===== config.mk =====
export PLATFORM = sky130hd
export DESIGN_NAME = adc_two_pass_seq
export DESIGN_NICKNAME = d
export VERILOG_FILES = /design/src/rtl/adc2p_pkg.sv /design/src/rtl/adc2p_ctrl.sv /design/src/rtl/adc2p_dp.sv /design/src/rtl/adc_two_pass_seq.sv
export SDC_FILE = /design/constraint.sdc
export NUM_CORES = 1
export LEC_CHECK = 0
export BUFFER_PORTS_ARGS = -buffer_cell sky130_fd_sc_hd__buf_2
export CORE_AREA = 2 2 81 83
export CTS_CLUSTER_SIZE = 30
export DETAILED_ROUTE_END_ITERATION = 10
export DIE_AREA = 0 0 83 85
export GPL_TIMING_DRIVEN = 0
export PLACE_DENSITY = 0.6
export SLEW_MARGIN = 10
export SYNTH_ARGS = -nofsm -noshare
export SYNTH_HDL_FRONTEND = slang
export SYNTH_SLANG_ARGS = --single-unit

===== constraint.sdc =====
create_clock -name clk -period 3.74 [get_ports clk]
set_input_delay 0.187 -clock clk [delete_from_list [all_inputs] [get_ports clk]]
set_output_delay 0.187 -clock clk [all_outputs]
set_load 0.005 [all_outputs]

===== src/rtl/adc2p_pkg.sv =====
package adc2p_pkg;

  localparam int BYTE_W   = 8;
  localparam int SAMPLE_W = 2 * BYTE_W;
  localparam int REG_W    = 2;

  localparam logic [REG_W-1:0] REG_LO   = 2'd0;
  localparam logic [REG_W-1:0] REG_HI   = 2'd1;
  localparam logic [REG_W-1:0] REG_CMD  = 2'd2;
  localparam logic [REG_W-1:0] REG_STAT = 2'd3;

  typedef struct packed {
    logic             latchReq;
    logic             capLo;
    logic             capHi;
    logic [REG_W-1:0] regSel;
  } dpCtrl_t;

  typedef enum logic [3:0] {
    S_IDLE, S_CMD, S_POLL_RD, S_POLL_CHK,
    S_LO_RD, S_LO_CAP, S_HI_RD, S_HI_CAP, S_DONE
  } seqState_t;

endpackage


===== src/rtl/adc2p_ctrl.sv =====
module adc2p_ctrl
  import adc2p_pkg::*;
#(
  parameter int POLL_LIMIT = 100000
) (
  input  logic    clk,
  input  logic    rstN,
  input  logic    reqValid,
  output logic    reqReady,
  input  logic    statReady,
  output dpCtrl_t dp,
  output logic    busWe,
  output logic    busRe,
  output logic    doneValid,
  output logic    doneTimeout
);

  localparam int CNT_W = $clog2(POLL_LIMIT + 1);
  localparam logic [CNT_W-1:0] CNT_MAX = CNT_W'(POLL_LIMIT);

  seqState_t  state;
  logic       secondPass;
  logic       timedOut;
  logic [CNT_W-1:0] pollCnt;

  always_ff @(posedge clk) begin
    if (!rstN) begin
      state      <= S_IDLE;
      secondPass <= 1'b0;
      timedOut   <= 1'b0;
      pollCnt    <= '0;
    end else begin
      case (state)
        S_IDLE: if (reqValid) begin
          state      <= S_CMD;
          secondPass <= 1'b0;
          timedOut   <= 1'b0;
        end
        S_CMD: begin
          pollCnt <= '0;
          state   <= S_POLL_RD;
        end
        S_POLL_RD: begin
          pollCnt <= pollCnt + 1'b1;
          state   <= S_POLL_CHK;
        end
        S_POLL_CHK: begin
          if (statReady) begin
            if (secondPass) state <= S_LO_RD;
            else begin
              secondPass <= 1'b1;
              state      <= S_CMD;
            end
          end else if (pollCnt == CNT_MAX) begin
            timedOut <= 1'b1;
            state    <= S_DONE;
          end else begin
            state <= S_POLL_RD;
          end
        end
        S_LO_RD:  state <= S_LO_CAP;
        S_LO_CAP: state <= S_HI_RD;
        S_HI_RD:  state <= S_HI_CAP;
        S_HI_CAP: state <= S_DONE;
        S_DONE:   state <= S_IDLE;
        default:  state <= S_IDLE;
      endcase
    end
  end

  always_comb begin
    dp          = '0;
    dp.regSel   = REG_STAT;
    busWe       = 1'b0;
    busRe       = 1'b0;
    reqReady    = (state == S_IDLE);
    doneValid   = (state == S_DONE);
    doneTimeout = (state == S_DONE) && timedOut;
    case (state)
      S_IDLE:    dp.latchReq = reqValid;
      S_CMD:     begin busWe = 1'b1; dp.regSel = REG_CMD; end
      S_POLL_RD: begin busRe = 1'b1; dp.regSel = REG_STAT; end
      S_LO_RD:   begin busRe = 1'b1; dp.regSel = REG_LO; end
      S_LO_CAP:  dp.capLo = 1'b1;
      S_HI_RD:   begin busRe = 1'b1; dp.regSel = REG_HI; end
      S_HI_CAP:  dp.capHi = 1'b1;
      default:   ;
    endcase
  end

  // completion is a single-cycle pulse
  p_done_pulse_r1: assert property (@(posedge clk) disable iff (!rstN)
    doneValid |=> !doneValid);

  // no bus traffic while idle
  p_idle_quiet_r1: assert property (@(posedge clk) disable iff (!rstN)
    reqReady |-> (!busWe && !busRe));

  // write and read never in the same cycle
  p_we_re_excl_r4: assert property (@(posedge clk) disable iff (!rstN)
    !(busWe && busRe));

  // poll count never exceeds its limit
  p_poll_bound_r7: assert property (@(posedge clk) disable iff (!rstN)
    pollCnt <= CNT_MAX);

  // timeout flag only with completion
  p_timeout_done_r7: assert property (@(posedge clk) disable iff (!rstN)
    doneTimeout |-> doneValid);

endmodule


===== src/rtl/adc2p_dp.sv =====
module adc2p_dp
  import adc2p_pkg::*;
#(
  parameter int CHAN_W  = 4,
  parameter int RANGE_W = 2,
  parameter int ADDR_W  = 3
) (
  input  logic                clk,
  input  logic                rstN,
  input  dpCtrl_t             dp,
  input  logic [CHAN_W-1:0]   reqChan,
  input  logic [RANGE_W-1:0]  reqRange,
  input  logic                reqSingle,
  input  logic [BYTE_W-1:0]   busRdata,
  output logic [ADDR_W-1:0]   busAddr,
  output logic [BYTE_W-1:0]   busWdata,
  output logic                statReady,
  output logic [SAMPLE_W-1:0] doneData
);

  localparam int RED_W = CHAN_W - 1;
  localparam logic [SAMPLE_W-1:0] HALF_SCALE = SAMPLE_W'(1) << (SAMPLE_W - 1);

  logic [CHAN_W-1:0]   chanReg;
  logic [RANGE_W-1:0]  rangeReg;
  logic                singleReg;
  logic [SAMPLE_W-1:0] rawSample;
  logic [RED_W-1:0]    redChan;
  logic                bipolar;

  always_ff @(posedge clk) begin
    if (!rstN) begin
      chanReg   <= '0;
      rangeReg  <= '0;
      singleReg <= 1'b0;
      rawSample <= '0;
    end else begin
      if (dp.latchReq) begin
        chanReg   <= reqChan;
        rangeReg  <= reqRange;
        singleReg <= reqSingle;
        rawSample <= '0;
      end
      if (dp.capLo) rawSample[BYTE_W-1:0]        <= busRdata;
      if (dp.capHi) rawSample[SAMPLE_W-1:BYTE_W] <= busRdata;
    end
  end

  assign redChan   = chanReg[RED_W-1:0];
  assign busWdata  = {singleReg, redChan[0], redChan[RED_W-1:1], rangeReg, 2'b00};
  assign busAddr   = {chanReg[CHAN_W-1], dp.regSel};
  assign statReady = busRdata[BYTE_W-1];
  assign bipolar   = (rangeReg < RANGE_W'(2));
  assign doneData  = bipolar ? (rawSample + HALF_SCALE) : rawSample;

  // the two halves are never captured together
  p_cap_excl_r5: assert property (@(posedge clk) disable iff (!rstN)
    !(dp.capLo && dp.capHi));

endmodule


===== src/rtl/adc_two_pass_seq.sv =====
module adc_two_pass_seq
  import adc2p_pkg::*;
#(
  parameter int POLL_LIMIT = 100000
) (
  input  logic        clk,
  input  logic        rstN,
  input  logic        reqValid,
  output logic        reqReady,
  input  logic [3:0]  reqChan,
  input  logic [1:0]  reqRange,
  input  logic        reqSingle,
  output logic [2:0]  busAddr,
  output logic        busWe,
  output logic        busRe,
  output logic [7:0]  busWdata,
  input  logic [7:0]  busRdata,
  output logic        doneValid,
  output logic [15:0] doneData,
  output logic        doneTimeout
);

  dpCtrl_t dpCtl;
  logic    statReady;

  adc2p_ctrl #(.POLL_LIMIT(POLL_LIMIT)) i_ctrl (
    .clk(clk), .rstN(rstN), .reqValid(reqValid), .reqReady(reqReady),
    .statReady(statReady), .dp(dpCtl), .busWe(busWe), .busRe(busRe),
    .doneValid(doneValid), .doneTimeout(doneTimeout)
  );

  adc2p_dp #(.CHAN_W(4), .RANGE_W(2), .ADDR_W(3)) i_dp (
    .clk(clk), .rstN(rstN), .dp(dpCtl), .reqChan(reqChan), .reqRange(reqRange),
    .reqSingle(reqSingle), .busRdata(busRdata), .busAddr(busAddr),
    .busWdata(busWdata), .statReady(statReady), .doneData(doneData)
  );

  // command writes land on register 2
  p_cmd_offset_r4: assert property (@(posedge clk) disable iff (!rstN)
    busWe |-> (busAddr[1:0] == REG_CMD));

  // every command write is followed by a status read
  p_stat_follows_r4: assert property (@(posedge clk) disable iff (!rstN)
    busWe |=> (busRe && busAddr[1:0] == REG_STAT));

endmodule


=== Word level (Yosys, flattened, before mapping) ===
Index checks and enable logic that the tools add are counted.

* Flip-flop bits (word level): 46
* Input bits: 18
* Output and inout bits: 32
* Logic and storage cells: 56

* Add/sub/neg operators: 2
* Order comparisons: 1
* Equality and inequality tests: 13
* Muxes and demuxes: 22
* Reduce and logical (&&, ||, !) cells: 9

{| class="wikitable"
|+ Operators with widths
! kind !! count
|-
| case mux 17 bit (2 select lines) || 1
|-
| 2-to-1 mux 16 bit || 2
|-
| case mux 4 bit (8 select lines) || 1
|-
| adder 17 x 1 -> 17 bit (second input constant) || 1
|-
| equality test 17 bit (second input constant) || 1
|-
| adder 16 bit (second input constant) || 1
|-
| equality test 4 x 3 -> 1 bit (second input constant) || 4
|-
| 2-to-1 mux 8 bit || 2
|-
| 2-to-1 mux 4 bit || 3
|-
| 2-to-1 mux 1 bit || 9
|-
| equality test 4 x 2 -> 1 bit (second input constant) || 2
|-
| nonzero test 2 bit || 4
|-
| inequality test 2 bit (second input constant) || 3
|-
| case mux 2 bit (3 select lines) || 1
|-
| equality test 4 x 1 -> 1 bit (second input constant) || 1
|-
| equality test 4 bit (second input constant) || 1
|-
| logical NOT 4 bit || 1
|-
| case mux 1 bit (2 select lines) || 2
|-
| AND reduction 4 bit || 1
|-
| 2-to-1 mux 3 bit || 1
|-
| AND reduction 3 bit || 1
|-
| OR reduction 3 bit || 1
|-
| < comparator 2 bit (second input constant) || 1
|-
| inequality test 2 x 1 -> 1 bit (second input constant) || 1
|-
| logical AND 1 bit || 1
|}

=== Longest topological paths before layout ===
* Depth in word-level cells: 4
* Gate-level depth with buffers: 6
* Mapped depth without buffers: 6

=== Hierarchy ===
Synthesis repeated with hierarchy kept, for this count alone.

* Cell total of the unflattened synthesis: 272
* Area total of the unflattened synthesis: 2351.0 µm²

{| class="wikitable"
|+ By module, submodules not included
! module !! instances !! cells an instance !! area each (µm²)
|-
| adc2p_ctrl || 1 || 155 || 1281.2
|-
| adc2p_dp || 1 || 117 || 1069.8
|}

=== Worst setup path before layout ===
OpenSTA, ideal clock, no wires.

* Path kind: reg2reg
* From: register i_ctrl.state[2]
* To: register i_ctrl.pollCnt[13]
* Setup time: 0.072 ns
* Arrival time: 1.658 ns
* Slack: 2.011 ns
* Stages on the path, launching flop included: 6
* Path buffers: 1
* Clock period less this slack: 1.729 ns
* Cell sequence: dfxtp_1 > buf_6 > or4b_4 > or2_4 > nor4_2 > mux2i_1

* Longest elaborated chain between the ends: 2
* Elaborated cells on any way between the ends: 4
* Those cells by class: 2 x eq/ne; 1 x mux; 1 x reduce/logical

{| class="wikitable"
|+ Ends and longest elaborated chain
! what !! RTL line !! text
|-
| start, declared || adc2p_ctrl.sv:21 || <nowiki>seqState_t state;</nowiki>
|-
| start signal, assigned || adc2p_ctrl.sv:28 || <nowiki>state <= S_IDLE;</nowiki>
|-
| start signal, assigned || adc2p_ctrl.sv:35 || <nowiki>state <= S_CMD;</nowiki>
|-
| start signal, assigned || adc2p_ctrl.sv:41 || <nowiki>state <= S_POLL_RD;</nowiki>
|-
| equality test 4 x 2 -> 1 bit / equality test 4 x 1 -> 1 bit (equally long branches) || adc2p_ctrl.sv:33 || <nowiki>case (state)</nowiki>
|-
| case mux 17 bit (2 select lines) / nonzero test 2 bit (equally long branches) || - ||
|-
| end signal, assigned || adc2p_ctrl.sv:44 || <nowiki>pollCnt <= pollCnt + 1'b1;</nowiki>
|-
| end, declared || adc2p_ctrl.sv:24 || <nowiki>logic [CNT_W-1:0] pollCnt;</nowiki>
|}

Several ways; a longest one is shown, not always the timed one.
A chain may end at the register's enable or synchronous reset.

==> summary.md <==
| Metric | Value |
|---|---|
| Pre-antenna DRT Iters | `4` |
| Setup repair bufs after CTS | `0` |
| Initial drt markers | `79` |
| Setup Skew | `9.39 ps` |
| Chip width | `83 µm` |
| Count leader, synth | `nand2_1` |
| Worst min-delay path endpoint | `i_dp.chanReg[3]$_SDFFE_PN0P_` |
| Area contributors post-synth | `dfxtp_1, a21boi_1, nand2_1` |
| Setup TNS Final | `0 ps` |
| Crit path time final | `2160 ps` |
| GRT Resource Usage Total | `16.9%` |
| Slew Viols, Final | `0` |
| Register area share after synthesis | `38.4%` |
| Leak | `1.16 nW` |
| Min-Delay Path Class | `input port to flip-flop` |
| Vias/cell | `5.10` |
| Critical Path Source Type | `flip-flop` |
| Clock insertion delay at the later pin of the skew report | `300 ps` |
| Core footprint | `0.00620 mm²` |
| Hold_buf cts | `0` |
| Top post-synthesis cells by count | `nand2_1, dfxtp_1, a21boi_1` |
| Pwr/cell area | `354 mW/mm²` |
| Vias in the first global route | `2034` |
| Post-layout util | `45.7%` |
| # IOs | `50` |
| P&R area growth vs syn | `18.4%` |
| Max_cap viols | `0` |
| Hpwl dp | `4200 µm` |
| Vias | `2140` |
| TritonCTS clock tree | `done` |
| Max Root-Sink Buffers | `2` |
| Synth cell types | `52` |
| Multi-input combinational cell area | `0.00123 mm²` |
| Resized cells post-CTS | `0` |
| Final hold violations | `0` |
| Yosys warns | `0` |
| Status | `completed` |
| CTS Buf Count | `5` |
| Worst R2R End | `i_dp.rawSample[14]$_SDFFE_PN0P_` |
| Reg area | `921 µm²` |
| Hold Path Cell Cnt | `3` |
| Cell Rows | `29` |
| Netlist Area Pre-Place | `0.00240 mm²` |
| Die area | `0.00706 mm²` |
| Setup ws final | `1580 ps` |
| Drc violations | `0` |
| Most used DFF post-synth | `dfxtp_1` |
| First-pass GRT wire length | `9790 µm` |
| Peak VDD IR | `161 µV` |
| Inst Count DP | `412` |
| CP max FO | `10` |
| Layout Cells excl Fill | `420` |
| GR Overflow Total | `0` |
| FF-to-FF path depth | `6` |
| Routability Congestion | `0.851` |
| Ratio of cells with drive above 1 in the final layout | `23.9%` |
| RSZ-0062 raised after global routing | `no` |
| Setup WS pre-CTS | `1730 ps` |
| Fillers | `653` |
| Critical path arrival | `1980 ps` |
| CTS H-tree lvls | `2` |
| Initial antenna violation count | `0` |
| Clock slew at reported path FFs | `90 ps` |
| Largest net degree at the start of global routing | `15` |
| Slew @ Worst Pin | `1050 ps` |
| Final setup violation count | `0` |
| FFs w/ async S/R, synth | `0%` |
| Synth Register Bits | `46` |
| Buffers on Ports | `46` |
| Die Ht | `85 µm` |
| Hold Startpoint | `reqChan[3]` |
| Final total power | `1.01 mW` |
| Synth top area share | `38.4%` |
| Worst path required time | `3550 ps` |
| R2R Path Start | `i_ctrl.state[0]$_SDFFE_PN0P_` |
| Worst setup EP type | `output pin` |
| Crit path kind | `flip-flop to output pin` |
| Number of synthesized flops with an enable pin | `0` |
| DRT antenna net count | `0` |
| Fmax | `462 MHz` |
| Fin area | `0.00284 mm²` |
| Worst reg2reg setup slack | `1710 ps` |
| Diode count | `0` |
| Clock sink total | `46` |
| Final net count | `362` |
| Wirelength per Cell | `13.9 µm` |
| Worst rel slew slack | `29.8%` |
| Final WL | `5820 µm` |
| Initial cell density of the core | `38.6%` |
| Period utilization | `57.9%` |
| Mapped Cells | `288` |
| Placed cell area | `0.00273 mm²` |
| Post-synth top area cell | `dfxtp_1` |
| Root buf cell | `clkbuf_8` |
| WHS | `112 ps` |
| Avg Cell Area, Syn | `8.32 µm²` |
[worst max path at each step]
stage                                             from                              end
after floorplan           i_ctrl.state[2]$_SDFFE_PN0P_  i_ctrl.pollCnt[13]$_SDFFE_PN0P_
after global placement    i_ctrl.state[0]$_SDFFE_PN0P_  i_dp.rawSample[12]$_SDFFE_PN0P_
after detailed placement  i_ctrl.state[0]$_SDFFE_PN0P_  i_dp.rawSample[14]$_SDFFE_PN0P_
after CTS                 i_ctrl.state[2]$_SDFFE_PN0P_                       busAddr[0]
after global routing      i_ctrl.state[2]$_SDFFE_PN0P_                       busAddr[0]
final                     i_ctrl.state[2]$_SDFFE_PN0P_                       busAddr[0]
[cells in the final DEF, fill, tap and decap left out, drive strengths merged, types with 2 or more instances in the layout]
master,count
nor4,6
nor3b,2
buf,69
a21oi,5
clkbuf,20
a21boi,27
ha,2
o311a,2
inv,6
a31oi,5
conb,2
nor2,10
mux2i,3
nand2b,4
nor4b,2
nor4bb,3
or4,2
nor2b,2
nor3,6
nand2,47
nand4,7
nand3,25
o21a,3
and3,3
or4b,3
nand3b,3
and2,5
o21ai,4
and4,2
dfxtp,46
[power breakdown]
part / internal [mW] / leakage, nW / switching [mW] / total, mW
logic: 0.0509 / 0.739 / 0.0786 / 0.130
registers: 0.499 / 0.372 / 0.00634 / 0.505
clock network: 0.200 / 0.0514 / 0.171 / 0.371
total: 0.749 / 1.16 / 0.256 / 1.01
[critical path, cell delays in order, from the launching register on]
cell	delay, ps
dfxtp_1	340
buf_6	140
or4b_1	510
clkbuf_1	240
inv_1	140
nor2_1	60
buf_4	130
buf_2	110
[layout make-up]
cell class | instances | share of cell area [%]
clock inverters | 2 | 1.32
inverters | 6 | 0.794
repair buffers | 46 | 8.11
multi-input cells | 200 | 43.3
flip-flops and latches | 46 | 32.5
clock buffers | 6 | 2.56
well taps | 77 | 3.40
plain buffers | 37 | 8.11
[per-layer routing]
layer,GRT usage [%],vias up,routed length [µm]
met3,3.89,8,231
met1,22.1,967,2870
li1,-,1115,-
met5,0,-,0
met4,5.81,0,77
met2,27.5,50,2640
[state kept, by name (all words and copies together) (netlist names)]
name / cells
i_dp.rangeReg: 2
i_dp.chanReg: 4
i_ctrl.state: 4
i_dp.rawSample: 16
i_ctrl.pollCnt: 17
i_ctrl.timedOut: 1
i_ctrl.secondPass: 1
i_dp.singleReg: 1
[logic make-up after synthesis]
kind of cell,after synthesis,share of synthesized area [%]
and+or+nand+nor,135,30.8
AOI/OAI and AO/OA,56,17.0
DFF,46,38.4
buffers and inverters,43,10.5
muxes,3,1.25
adders and majority gates,2,1.04
xor gates and xnor gates,2,0.731
other,1,0.156
Note: power is estimated with default switching activity, not from simulation.
